$ cat config.mk
export PLATFORM = sky130hd
export DESIGN_NAME = jtag_spi_bridge
export DESIGN_NICKNAME = d
export VERILOG_FILES = /design/src/rtl/jsb_pkg.sv /design/src/rtl/jsb_frame.sv /design/src/rtl/jsb_sclk_gate.sv /design/src/rtl/jsb_return.sv /design/src/rtl/jtag_spi_bridge.sv
export SDC_FILE = /design/constraint.sdc
export NUM_CORES = 1
export LEC_CHECK = 0
export BUFFER_PORTS_ARGS = -buffer_cell sky130_fd_sc_hd__buf_2
export CAP_MARGIN = 20
export CORE_MARGIN = 3
export CORE_UTILIZATION = 50
export CTS_CLUSTER_SIZE = 30
export DETAILED_ROUTE_END_ITERATION = 12
export PLACE_DENSITY = 0.7
export SETUP_SLACK_MARGIN = 0.1
export SLEW_MARGIN = 20
export SYNTH_ARGS = -nofsm -noshare
export SYNTH_HDL_FRONTEND = slang
export SYNTH_HIERARCHICAL = 1
export SYNTH_SLANG_ARGS = --single-unit
$ cat constraint.sdc
create_clock -name tck -period 4.8 [get_ports tck]
set_clock_uncertainty 0.05 [all_clocks]
set_input_delay 0.96 -clock tck [delete_from_list [all_inputs] [get_ports tck]]
set_output_delay 0.96 -clock tck [all_outputs]
set_load 0.03 [all_outputs]
$ cat src/rtl/jsb_pkg.sv
package jsb_pkg;

    // Frame phases of the bridge
    typedef enum logic [1:0] {
        PH_HUNT = 2'd0,   // waiting for the start flag
        PH_LEN  = 2'd1,   // collecting the length field
        PH_XFER = 2'd2,   // counted SPI clocks running
        PH_DONE = 2'd3    // counted clocks finished, ignore rest
    } jsb_phase_e;

endpackage

$ cat src/rtl/jsb_frame.sv
module jsb_frame
    import jsb_pkg::*;
#(
    parameter int LEN_W = 32
) (
    input  logic tck,
    input  logic trst_n,
    input  logic sel,
    input  logic capture,
    input  logic update,
    input  logic shift,
    input  logic tdi,
    output logic xfer,
    output logic tail,
    output logic in_hunt,
    output logic in_done
);
    localparam int CNT_W = $clog2(LEN_W);

    typedef struct packed {
        jsb_phase_e          phase;
        logic [CNT_W-1:0]    bits;
        logic [LEN_W-1:0]    remain;
    } frame_s;

    localparam frame_s FRAME_RST = '{phase: PH_HUNT, bits: '0, remain: '0};

    frame_s frm_d, frm_q;
    logic [LEN_W-1:0] len_next;

    always_comb begin
        frm_d    = frm_q;
        len_next = {frm_q.remain[LEN_W-2:0], tdi};   // MSB arrives first
        if (!sel || capture || update) begin
            // any fresh scan restarts the search for the start flag
            frm_d = FRAME_RST;
        end else if (!shift) begin
            // leaving Shift-DR ends a running transfer
            if (frm_q.phase == PH_XFER) begin
                frm_d.phase  = PH_DONE;
                frm_d.remain = '0;
            end
        end else begin
            unique case (frm_q.phase)
                PH_HUNT: begin
                    // zeros are skipped, first one is consumed as the flag
                    if (tdi) begin
                        frm_d.phase  = PH_LEN;
                        frm_d.bits   = '0;
                        frm_d.remain = '0;
                    end
                end
                PH_LEN: begin
                    frm_d.remain = len_next;
                    frm_d.bits   = frm_q.bits + 1'b1;
                    if (frm_q.bits == CNT_W'(LEN_W - 1)) begin
                        // a zero length skips the transfer entirely
                        frm_d.phase = (len_next == '0) ? PH_DONE : PH_XFER;
                    end
                end
                PH_XFER: begin
                    // one count per SPI clock
                    frm_d.remain = frm_q.remain - 1'b1;
                    if (frm_q.remain == LEN_W'(1)) begin
                        frm_d.phase = PH_DONE;
                    end
                end
                default: begin
                    // PH_DONE holds until a new scan
                end
            endcase
        end
    end

    always_ff @(posedge tck or negedge trst_n) begin
        if (!trst_n) frm_q <= FRAME_RST;
        else         frm_q <= frm_d;
    end

    assign xfer    = (frm_q.phase == PH_XFER);
    assign tail    = (frm_q.phase == PH_XFER) || (frm_q.phase == PH_DONE);
    assign in_hunt = (frm_q.phase == PH_HUNT);
    assign in_done = (frm_q.phase == PH_DONE);

endmodule

$ cat src/rtl/jsb_sclk_gate.sv
module jsb_sclk_gate (
    input  logic tck,
    input  logic trst_n,
    input  logic xfer,
    input  logic sel,
    input  logic shift,
    output logic sclk,
    output logic cs_n
);
    logic gate_d, gate_q;

    // Enable is taken on the falling edge so sclk never glitches while tck is high
    always_comb gate_d = xfer & sel & shift;

    always_ff @(negedge tck or negedge trst_n) begin
        if (!trst_n) gate_q <= 1'b0;
        else         gate_q <= gate_d;
    end

    assign sclk = tck & gate_q;
    assign cs_n = ~gate_q;

endmodule

$ cat src/rtl/jsb_return.sv
module jsb_return (
    input  logic tck,
    input  logic trst_n,
    input  logic capture,
    input  logic tail,
    input  logic miso,
    input  logic tdi,
    output logic tdo
);
    logic tdo_d, tdo_q;

    always_comb begin
        if (capture)   tdo_d = 1'b0;
        else if (tail) tdo_d = miso;
        else           tdo_d = tdi;    // one-bit register
    end

    always_ff @(posedge tck or negedge trst_n) begin
        if (!trst_n) tdo_q <= 1'b0;
        else         tdo_q <= tdo_d;
    end

    assign tdo = tdo_q;

endmodule

$ cat src/rtl/jtag_spi_bridge.sv
module jtag_spi_bridge #(
    parameter int LEN_W = 32
) (
    input  logic tck,
    input  logic trst_n,
    input  logic sel,
    input  logic capture,
    input  logic shift,
    input  logic update,
    input  logic tdi,
    output logic tdo,
    output logic sclk,
    output logic cs_n,
    output logic mosi,
    input  logic miso
);
    logic xfer_w, tail_w, in_hunt, in_done;

    jsb_frame #(.LEN_W(LEN_W)) frame_i (
        .tck     (tck),
        .trst_n  (trst_n),
        .sel     (sel),
        .capture (capture),
        .update  (update),
        .shift   (shift),
        .tdi     (tdi),
        .xfer    (xfer_w),
        .tail    (tail_w),
        .in_hunt (in_hunt),
        .in_done (in_done)
    );

    jsb_sclk_gate gate_i (
        .tck    (tck),
        .trst_n (trst_n),
        .xfer   (xfer_w),
        .sel    (sel),
        .shift  (shift),
        .sclk   (sclk),
        .cs_n   (cs_n)
    );

    jsb_return ret_i (
        .tck     (tck),
        .trst_n  (trst_n),
        .capture (capture),
        .tail    (tail_w),
        .miso    (miso),
        .tdi     (tdi),
        .tdo     (tdo)
    );

    // data passes straight to the flash, sampled on the same edge as tdi
    assign mosi = tdi;

endmodule

## Word level (Yosys, flattened, before mapping)

Cells that the tools add are included.

- $add $sub $neg: 2
- Eq/ne operators: 9
- Mux-type cells: 15
- Bitwise operators: 4
- Reduce and logical (&&, ||, !) cells: 13

Operators with widths:

| kind | number |
|---|---|
| $pmux W32 S3 | 1 |
| $mux W39 | 2 |
| $mux W32 | 2 |
| $eq A32 B1 Y1 const B | 1 |
| $logic_not A32 Y1 | 1 |
| $sub A32 B1 Y32 const B | 1 |
| $pmux W5 S2 | 1 |
| $mux W2 | 4 |
| $ne A4 B4 Y1 const B | 2 |
| $pmux W2 S3 | 1 |
| $reduce_and A3 Y1 | 2 |
| $reduce_bool A3 Y1 | 2 |
| $add A5 B1 Y5 const B | 1 |
| $eq A5 B5 Y1 const B | 1 |
| $mux W5 | 1 |
| $reduce_and A5 Y1 | 1 |
| $eq A2 B2 Y1 const B | 2 |
| $ne A4 B2 Y1 const B | 1 |
| $reduce_bool A4 Y1 | 1 |
| $and A1 B1 Y1 | 3 |
| $logic_or A1 B1 Y1 | 3 |
| $mux W1 | 3 |
| $ne A3 B3 Y1 const B | 1 |
| $eq A2 B1 Y1 const B | 1 |
| other kinds (4) | 4 |

- Bits in registers: 41
- Input bits: 8
- Output and inout port bits: 4
- Word-level logic and storage cells: 48

## Depth between registers and ports, before layout

Gate-level depths: netlist of run 1.

- Depth in word-level cells: 6
- Mapped depth: 10

## Cells and area by module

Netlist of run 1, hierarchy kept.

By module, submodules not included:

| module | times used | cells each | area an instance (um2) | seq. area each (um2) |
|---|---|---|---|---|
| jsb_frame | 1 | 316 | 2,757.6 | 975.9 |
| jsb_sclk_gate | 1 | 4 | 41.3 | 25.0 |
| jsb_return | 1 | 3 | 38.8 | 25.0 |
| jtag_spi_bridge | 1 | 1 | 7.5 | 0.0 |

==> impl_metrics.yaml, run 1 <==
cells_and_area:
  areaGrowthSynthToFinish_pct: 7.784
  nNetsFinal: 347
  layout_commonest_cell: "dfrtp_1"
  antenna_cells: 0
  fin_area_um2: 3067
  nFillCells: 492
  drive_gt1_frac: 0.1450
  final_cell_mix: "dfrtp_1, o21ai_0, nand2_1, a21oi_1, nor2_1"
drt:
  drtIter0Drc: 156
  drc: 0
  via_per_inst: 6.454
  drtAntennaViolNets: 0
  vias: 2588
  wl_mm: 6.737
  wire_per_inst_um: 16.80
  drtPass1Iterations: 4
yosys:
  synthAdderAreaFrac: 0.03518
  synth_mux_area_frac: 0.02507
  synth_edf_count: 0
  async_flop_share: 1.000
  synth-compound-area-share: 0.2586
  synth_xor_area_frac: 0.01539
  synthSimpleGateAreaFrac: 0.2524
  syn_avg_cell_area_um2: 8.782
  synth_area_um2: 2845
  ys_warn_count: 6
  ys_types: 61
  synth_top_family_by_area: "compound AO/OA/AOI/OAI gates"
  synth_top_area_cell: "dfrtp_1"
  synthDominantCellAreaShare: 0.3518
  ys.flop_type: "dfrtp_1"
  ys_ff_latch: 41
  synth_cells: 324
  synth.area.top_cells: "dfrtp_1, o21ai_0, nand2_1"
  seq_area_frac_synth: 0.3606
  synth_nets: 340
placed_design:
  dp.final_hpwl_mm: 4.498
  dpl_cell_area_um2: 2939
  place.port_buffers: 11
  preCtsSetupSlack_ns: 0.7172
  gp_routability_congestion: 0.8090
min_path:
  min-delay-start: "frame_i/frm_q[35]"
  hp-class: "reg -> reg"
  whs_path_depth: 1
clocking:
  cts_setup_buffers: 0
  cts.clk_slew.worst_paths_ns: 0.07
  cts_tree: "yes"
  hold_buffers: 0
  cts_resized: 0
  insertion_delay_ns: 0.39
timing:
  setup_viol: 0
  grt_setup_unrepaired: "false"
  fin_hold_ws_ns: 0.4341
  tns_ns: 0
  slew_violations: 0
  slew_headroom: 0.3333
  final-hold-violation-count: 0
  worstMarginPinSlew_ns: 1.000
  setup_ws_ns: 0.2722
flow_run:
  cap_violations: 0
power_and_ir_drop:
  power_switching_mw: 0.1646
  clkPwrFrac: 0.418
  p_int_mw: 0.5324
  finalPower_mw: 0.6969
  seq_power_share: 0.500
  ir_worst_vdd_mv: 0.1309
  netSwitchingFraction: 0.2361
  cellLeakagePower_nw: 1.376
  p_comb_frac: 0.082
  p_per_area_nw_per_um2: 227.3
worst_setup_path:
  cp-startpoint: "gate_i/gate_q"
  path_class: "reg -> out"
  cp-endpoint: "sclk"
  r2r-end: "gate_i/gate_q"
  crit_family: "flip-flops"
  worstPathBufferInverterCount: 1
  cp.required_ns: 3.79
  cp_num_cells: 2
  critPathArrivalTime_ns: 3.52
  worstReg2RegStart: "frame_i/frm_q[37]"
  r2r_slack_ns: 1.36
  end_kind: "output port"
  cp_slowest_cell: "dfrtn_1"
  cp_cell_sequence: "and2_1 > buf_2"
  max_stage_delay_ns: 0.40
  r2r_cells: 3
  crit_fanout: 2
  start_kind: "register"
global_route:
  grt_pass1_wl_mm: 11.54
  grt_max_degree: 41
  overflow: 0
  track_usage: 0.2299
  grt_pass1_vias: 2436
  antenna_found_initial: 0
run_status:
  outcome: "finished clean"
die:
  ios: 12
  rows: 26
  die_y_um: 81.44
  fp.dieW_um: 81.44
  dieArea_um2: 6632
  core_area_um2: 5303
  initial_core_util: 0.5366
-- routing by layer --
metal / GRT usage / wire [um] / share of wire / up-vias
met5: 0 / 0 / 0 / -
met4: 0.1199 / 111 / 0.016 / 0
met3: 0.04934 / 413 / 0.061 / 11
met2: 0.3583 / 3156 / 0.47 / 79
met1: 0.2994 / 3056 / 0.45 / 1256
li1: - / - / - / 1242
-- area by class of cell --
class / count / area, um^2 / area share
Multi-Input combinational cell: 249 / 1673 / 0.5455
Sequential cell: 41 / 1026 / 0.3346
Clock buffer: 11 / 132.6 / 0.04325
Timing Repair Buffer: 16 / 95.09 / 0.03101
Tap cell: 70 / 87.58 / 0.02856
Inverter: 14 / 52.55 / 0.01714
-- worst min path at each step --
stage,endpoint,slack [ns]
5_1_grt,frame_i/frm_q[35],0.45
4_1_cts,frame_i/frm_q[35],0.44
2_1_floorplan,frame_i/frm_q[35],0.39
3_5_place_dp,frame_i/frm_q[35],0.43
6_report,frame_i/frm_q[35],0.43
3_3_place_gp,frame_i/frm_q[35],0.42
-- power groups by stage --
stage / clock network [mW] / registers [mW] / logic (mW)
2_1_floorplan: 0.000560 / 0.356 / 0.0348
3_3_place_gp: 0.000720 / 0.355 / 0.0569
3_5_place_dp: 0.000720 / 0.355 / 0.0573
4_1_cts: 0.304 / 0.348 / 0.0575
5_1_grt: 0.321 / 0.348 / 0.0638
6_report: 0.291 / 0.348 / 0.0572
-- Yosys cell counts (3+ instances only) --
library cell and instances:
a21o_1 6, a21oi_1 18, a221o_1 4, a22o_1 3
a22oi_1 7, a31oi_1 4, a32oi_1 5, and2_1 4
and3_1 3, buf_2 6, clkbuf_1 10, dfrtp_1 40
ha_1 8, inv_1 14, mux2i_1 6, nand2_1 29
nand3_1 11, nor2_1 15, nor3_1 10, nor3b_1 3
nor4_1 6, nor4_2 4, o211ai_1 6, o21ai_0 35
o21ai_1 7, o31ai_1 3, or2_2 3, or3_1 4
or4_1 6, or4_4 3, xnor2_1 4
-- kinds of logic (layout without fill, tap and decap cells) --
| kind of cell | Yosys count | after routing |
|---|---|---|
| and+or+nand+nor | 116 | 116 |
| AOI/OAI and AO/OA | 113 | 113 |
| DFF | 41 | 41 |
| buffers and inverters | 34 | 41 |
| adders and majority gates | 8 | 8 |
| muxes | 7 | 7 |
| xor gates and xnor gates | 5 | 5 |
-- sequential cells by signal, indices dropped and copies added, names as in the netlist --
register	cells
frame_i/frm_q	39
gate_i/gate_q	1
ret_i/tdo	1
-- stage by stage --
stage | cells | util
finish | 401 | 0.5783
global route | 401 | 0.5783
CTS | 401 | 0.5783
detailed placement | 391 | 0.5543
global placement | 391 | 0.5543
floorplan | 324 | -
-- worst reg2reg max path, cell delays in order (launching register included) --
cell and delay, ns:
dfrtp_1 0.39, inv_1 0.09, ha_1 0.22, and3_1 0.16
Note: power is estimated with default switching activity, not from simulation.
==> inputs of run 2 (changes only) <==
--- a/config.mk
+++ b/config.mk
@@ -11,6 +11,7 @@
 export CORE_UTILIZATION = 50
 export CTS_CLUSTER_SIZE = 30
 export DETAILED_ROUTE_END_ITERATION = 12
+export MAX_ROUTING_LAYER = met4
 export PLACE_DENSITY = 0.7
 export SETUP_SLACK_MARGIN = 0.1
 export SLEW_MARGIN = 20
==> impl_metrics.yaml, run 2 (synthesis gave the netlist of run 1 again) <==
placed_design:
  place.port_buffers: 11
  dp.cells: 391
  dp.final_hpwl_mm: 4.498
  preCtsSetupSlack_ns: 0.7172
  gp_routability_congestion: 0.8209
worst_setup_path:
  crit_fanout: 2
  start_kind: "register"
  max_stage_delay_ns: 0.40
  path_class: "reg -> out"
  r2r_cells: 3
  end_kind: "output port"
  cp.required_ns: 3.79
  cp_cell_sequence: "and2_1 > buf_2"
  cp_slowest_cell: "dfrtn_1"
  critPathArrivalTime_ns: 3.52
drt:
  drtPass1Iterations: 5
  drtAntennaViolNets: 0
  wire_per_inst_um: 16.93
  wl_mm: 6.788
  drtIter0Drc: 164
  drc: 0
  via_per_inst: 6.471
  vias: 2595
cells_and_area:
  layout_commonest_cell: "dfrtp_1"
  regMostFlops: "frame_i/frm_q"
  instances_no_fill: 401
  nNetsFinal: 347
  antenna_cells: 0
  largest_reg_flops: 39
  final_cell_mix: "dfrtp_1, o21ai_0, nand2_1, a21oi_1, nor2_1"
  areaGrowthSynthToFinish_pct: 7.784
  drive_gt1_frac: 0.1450
power_and_ir_drop:
  cellLeakagePower_nw: 1.376
  netSwitchingFraction: 0.2366
  clkPwrFrac: 0.418
  p_comb_frac: 0.082
  power_switching_mw: 0.1650
  p_per_area_nw_per_um2: 227.4
  seq_power_share: 0.499
  p_int_mw: 0.5324
  ir_worst_vdd_mv: 0.1314
clocking:
  cts_tree: "yes"
  hold_buffers: 0
  insertion_delay_ns: 0.39
  cts_resized: 0
  cts.clk_slew.worst_paths_ns: 0.07
  cts_setup_buffers: 0
die:
  core_area_um2: 5303
  dieArea_um2: 6632
  die_y_um: 81.44
  rows: 26
  initial_core_util: 0.5366
  ios: 12
  fp.dieW_um: 81.44
global_route:
  grt_max_degree: 41
  overflow: 0
  antenna_found_initial: 0
  track_usage: 0.2367
  grt_pass1_vias: 2444
  grt_pass1_wl_mm: 11.54
timing:
  worstMarginPinSlew_ns: 0.9968
  grt_setup_unrepaired: "false"
  tns_ns: 0
  slew_headroom: 0.3354
  slew_violations: 0
  setup_viol: 0
  setup_ws_ns: 0.2730
  final-hold-violation-count: 0
min_path:
  whs_path_depth: 1
  hp-class: "reg -> reg"
flow_run:
  cap_violations: 0
run_status:
  outcome: "finished clean"
==> run 2: cell counts in the layout (fill, tap and decap cells not counted) <==
Identical to the previous run, type by type.
==> run 2: power groups by stage <==
stage	Combinational [mW]	Sequential (mW)	Clock (mW)
after detailed placement	0.0573	0.355	0.000720
after global placement	0.0569	0.355	0.000720
final	0.0574	0.348	0.292
after CTS	0.0575	0.348	0.304
after global routing	0.0638	0.348	0.321
after floorplan	0.0348	0.356	0.000560
==> run 2: worst paths after layout <==
| path | slack (ns) | end | from |
|---|---|---|---|
| setup / recovery | 0.27 | sclk | gate_i/gate_q |
| hold / removal | 0.43 | frame_i/frm_q[35] | frame_i/frm_q[35] |
| setup reg to reg | 1.36 | gate_i/gate_q | frame_i/frm_q[37] |
| hold reg to reg | 0.43 | frame_i/frm_q[35] | frame_i/frm_q[35] |
| max in group asynchronous | 2.02 | gate_i/gate_q | trst_n |
| min in group asynchronous | 0.60 | frame_i/frm_q[37] | trst_n |
==> run 2: routing by layer <==
metal  global-route usage  wire, um  vias to the layer above
li1                     -         -                     1243
met1               0.2987      3136                     1266
met2               0.3599      3200                       75
met3              0.04934       343                       11
met4               0.1199       108                        0
met5                    -         0                        -
==> run 2: per-stage QoR <==
stage / util / power, mW / hold WS, ns / cell area [um^2]
3_3_place_gp: 0.5543 / 0.4125 / 0.4170 / 2939
2_1_floorplan: - / 0.3913 / 0.3887 / 2845
5_1_grt: 0.5783 / 0.7328 / 0.4534 / 3067
3_5_place_dp: 0.5543 / 0.4131 / 0.4264 / 2939
4_1_cts: 0.5783 / 0.7097 / 0.4370 / 3067
6_report: 0.5783 / 0.6974 / 0.4341 / 3067
==> run 2: cell type report <==
class                   instances  area (um^2)
clock buffers                  11        132.6
fillers                       492         2236
inverters                      14        52.55
multi-input cells             249         1673
flip-flops and latches         41         1026
well taps                      70        87.58
repair buffers                 16        95.09
==> run 2: critical path, delay by kind of cell, from the launching register on <==
family / cells / cell delay (ns)
flops: 1 / 0.40
buf+inv: 1 / 0.19
simple gates: 1 / 0.11
==> inputs of run 3 (changes only) <==
--- a/config.mk
+++ b/config.mk
@@ -8,14 +8,15 @@
 export BUFFER_PORTS_ARGS = -buffer_cell sky130_fd_sc_hd__buf_2
 export CAP_MARGIN = 20
 export CORE_MARGIN = 3
-export CORE_UTILIZATION = 50
+export CORE_UTILIZATION = 36
 export CTS_CLUSTER_SIZE = 30
 export DETAILED_ROUTE_END_ITERATION = 12
 export MAX_ROUTING_LAYER = met4
-export PLACE_DENSITY = 0.7
+export PLACE_DENSITY = 0.56
 export SETUP_SLACK_MARGIN = 0.1
 export SLEW_MARGIN = 20
 export SYNTH_ARGS = -nofsm -noshare
 export SYNTH_HDL_FRONTEND = slang
 export SYNTH_HIERARCHICAL = 1
 export SYNTH_SLANG_ARGS = --single-unit
+export TNS_END_PERCENT = 1
==> constraint.sdc (replaced) <==
create_clock -name tck -period 4 [get_ports tck]
set_clock_uncertainty 0.05 [all_clocks]
set_input_delay 0.8 -clock tck [delete_from_list [all_inputs] [get_ports tck]]
set_output_delay 0.8 -clock tck [all_outputs]
set_load 0.03 [all_outputs]
==> impl_metrics.yaml, run 3 (synthesis gave the netlist of run 1 again) <==
worst_setup_path:
  start_kind: "register"
  worstPathBufferInverterCount: 1
  crit_fanout: 2
  cp_cell_sequence: "and2_4 > buf_6"
  crit_family: "flip-flops"
  path_class: "reg -> out"
  max_stage_delay_ns: 0.41
  cp_slowest_cell: "dfrtn_1"
  cp.required_ns: 3.15
  critPathArrivalTime_ns: 3.08
  end_kind: "output port"
die:
  dieArea_um2: 9006
  die_y_um: 94.90
  initial_core_util: 0.3821
  rows: 31
  fp.dieW_um: 94.90
  core_area_um2: 7447
  ios: 12
cells_and_area:
  multi_input_area_um2: 1683
  instances_no_fill: 430
  regMostFlops: "frame_i/frm_q"
  final_cell_mix: "dfrtp_1, o21ai_0, nand2_1, a21oi_1, nor2_1"
  fin_area_um2: 3120
  antenna_cells: 0
  nNetsFinal: 347
  largest_reg_flops: 39
  final_util: 0.4190
  register_area_um2: 1026
  areaGrowthSynthToFinish_pct: 9.674
  nFillCells: 767
  drive_gt1_frac: 0.1480
  layout_commonest_cell: "dfrtp_1"
power_and_ir_drop:
  finalPower_mw: 0.8356
  ir_worst_vdd_mv: 0.1358
  cellLeakagePower_nw: 1.380
  p_per_area_nw_per_um2: 267.8
timing:
  tns_ns: 0
  slew_headroom: 0.4157
  setup_viol: 0
  grt_setup_unrepaired: "true"
  slew_violations: 0
  worstMarginPinSlew_ns: 0.8744
  final-hold-violation-count: 0
placed_design:
  dp.cells: 420
  dpl_cell_area_um2: 2983
  place.port_buffers: 11
  gp_routability_congestion: 0.7808
  dp.final_hpwl_mm: 4.645
run_status:
  outcome: "finished clean"
global_route:
  track_usage: 0.1842
  grt_pass1_vias: 2547
  grt_pass1_wl_mm: 12.30
  overflow: 0
  antenna_found_initial: 0
  grt_max_degree: 41
drt:
  vias: 2520
  drtPass1Iterations: 4
  wire_per_inst_um: 16.61
  drtIter0Drc: 122
  drc: 0
  via_per_inst: 5.860
  wl_mm: 7.143
  drtAntennaViolNets: 0
clocking:
  cts_tree: "yes"
  cts.clk_slew.worst_paths_ns: 0.08
  insertion_delay_ns: 0.40
min_path:
  hp-class: "in -> async"
flow_run:
  cap_violations: 0
==> run 3: repair_timing <==
| item | in CTS | in global routing |
|---|---|---|
| endpoints found under the setup margin | 2 | 3 |
| setup buffers | 0 | 0 |
| cloned | 0 | 0 |
| hold buffers | 0 | 0 |
| resized for setup | 0 | 7 |
==> run 3: per-stage QoR <==
stage | worst slack (ns) | hold WS [ns]
2_1_floorplan | 0.4837 | 0.3887
3_3_place_gp | 0.4872 | 0.4188
3_5_place_dp | 0.4799 | 0.4310
4_1_cts | 0.02242 | 0.4499
5_1_grt | 0.02301 | 0.4652
6_report | 0.07496 | 0.4416
==> run 3: layout make-up <==
type,instances,area share
multi-input cells,249,0.5393
clock buffers,10,0.04010
repair buffers,16,0.03248
flip-flops and latches,41,0.3288
clock inverters,1,0.002807
inverters,14,0.01684
well taps,99,0.03970
==> run 3: layer usage <==
layer  track usage  share of wire  vias up  routed length [um]
met5             -              0        -                   0
met3       0.04382          0.035       11                 252
met4       0.08293          0.017        0                 121
li1              -              -     1240                   -
met2        0.2807           0.45       36                3224
met1        0.2318           0.50     1233                3544
==> run 3: worst reg2reg max path, stage by stage (launching register included) <==
cell and delay (ns):
dfrtp_1 0.38, inv_1 0.08, ha_1 0.21, and3_1 0.16
==> run 3: power by group <==
group	total, mW	internal, mW	switching (mW)
combinational	0.0707	0.0222	0.0486
sequential	0.418	0.416	0.00150
clock	0.347	0.185	0.162
total	0.836	0.624	0.212
==> run 3: path summary, 6_finish.rpt <==
check	start	endpoint	slack, ns	cells past startpoint
worst min register to register	frame_i/frm_q[35]	frame_i/frm_q[35]	0.44	1
max in group asynchronous	trst_n	gate_i/gate_q	1.78	1
worst min-delay path	trst_n	ret_i/tdo	0.44	2
worst max register to register	frame_i/frm_q[37]	gate_i/gate_q	0.99	3
min in group tck	frame_i/frm_q[35]	frame_i/frm_q[35]	0.44	1
worst max-delay path	gate_i/gate_q	sclk	0.07	2
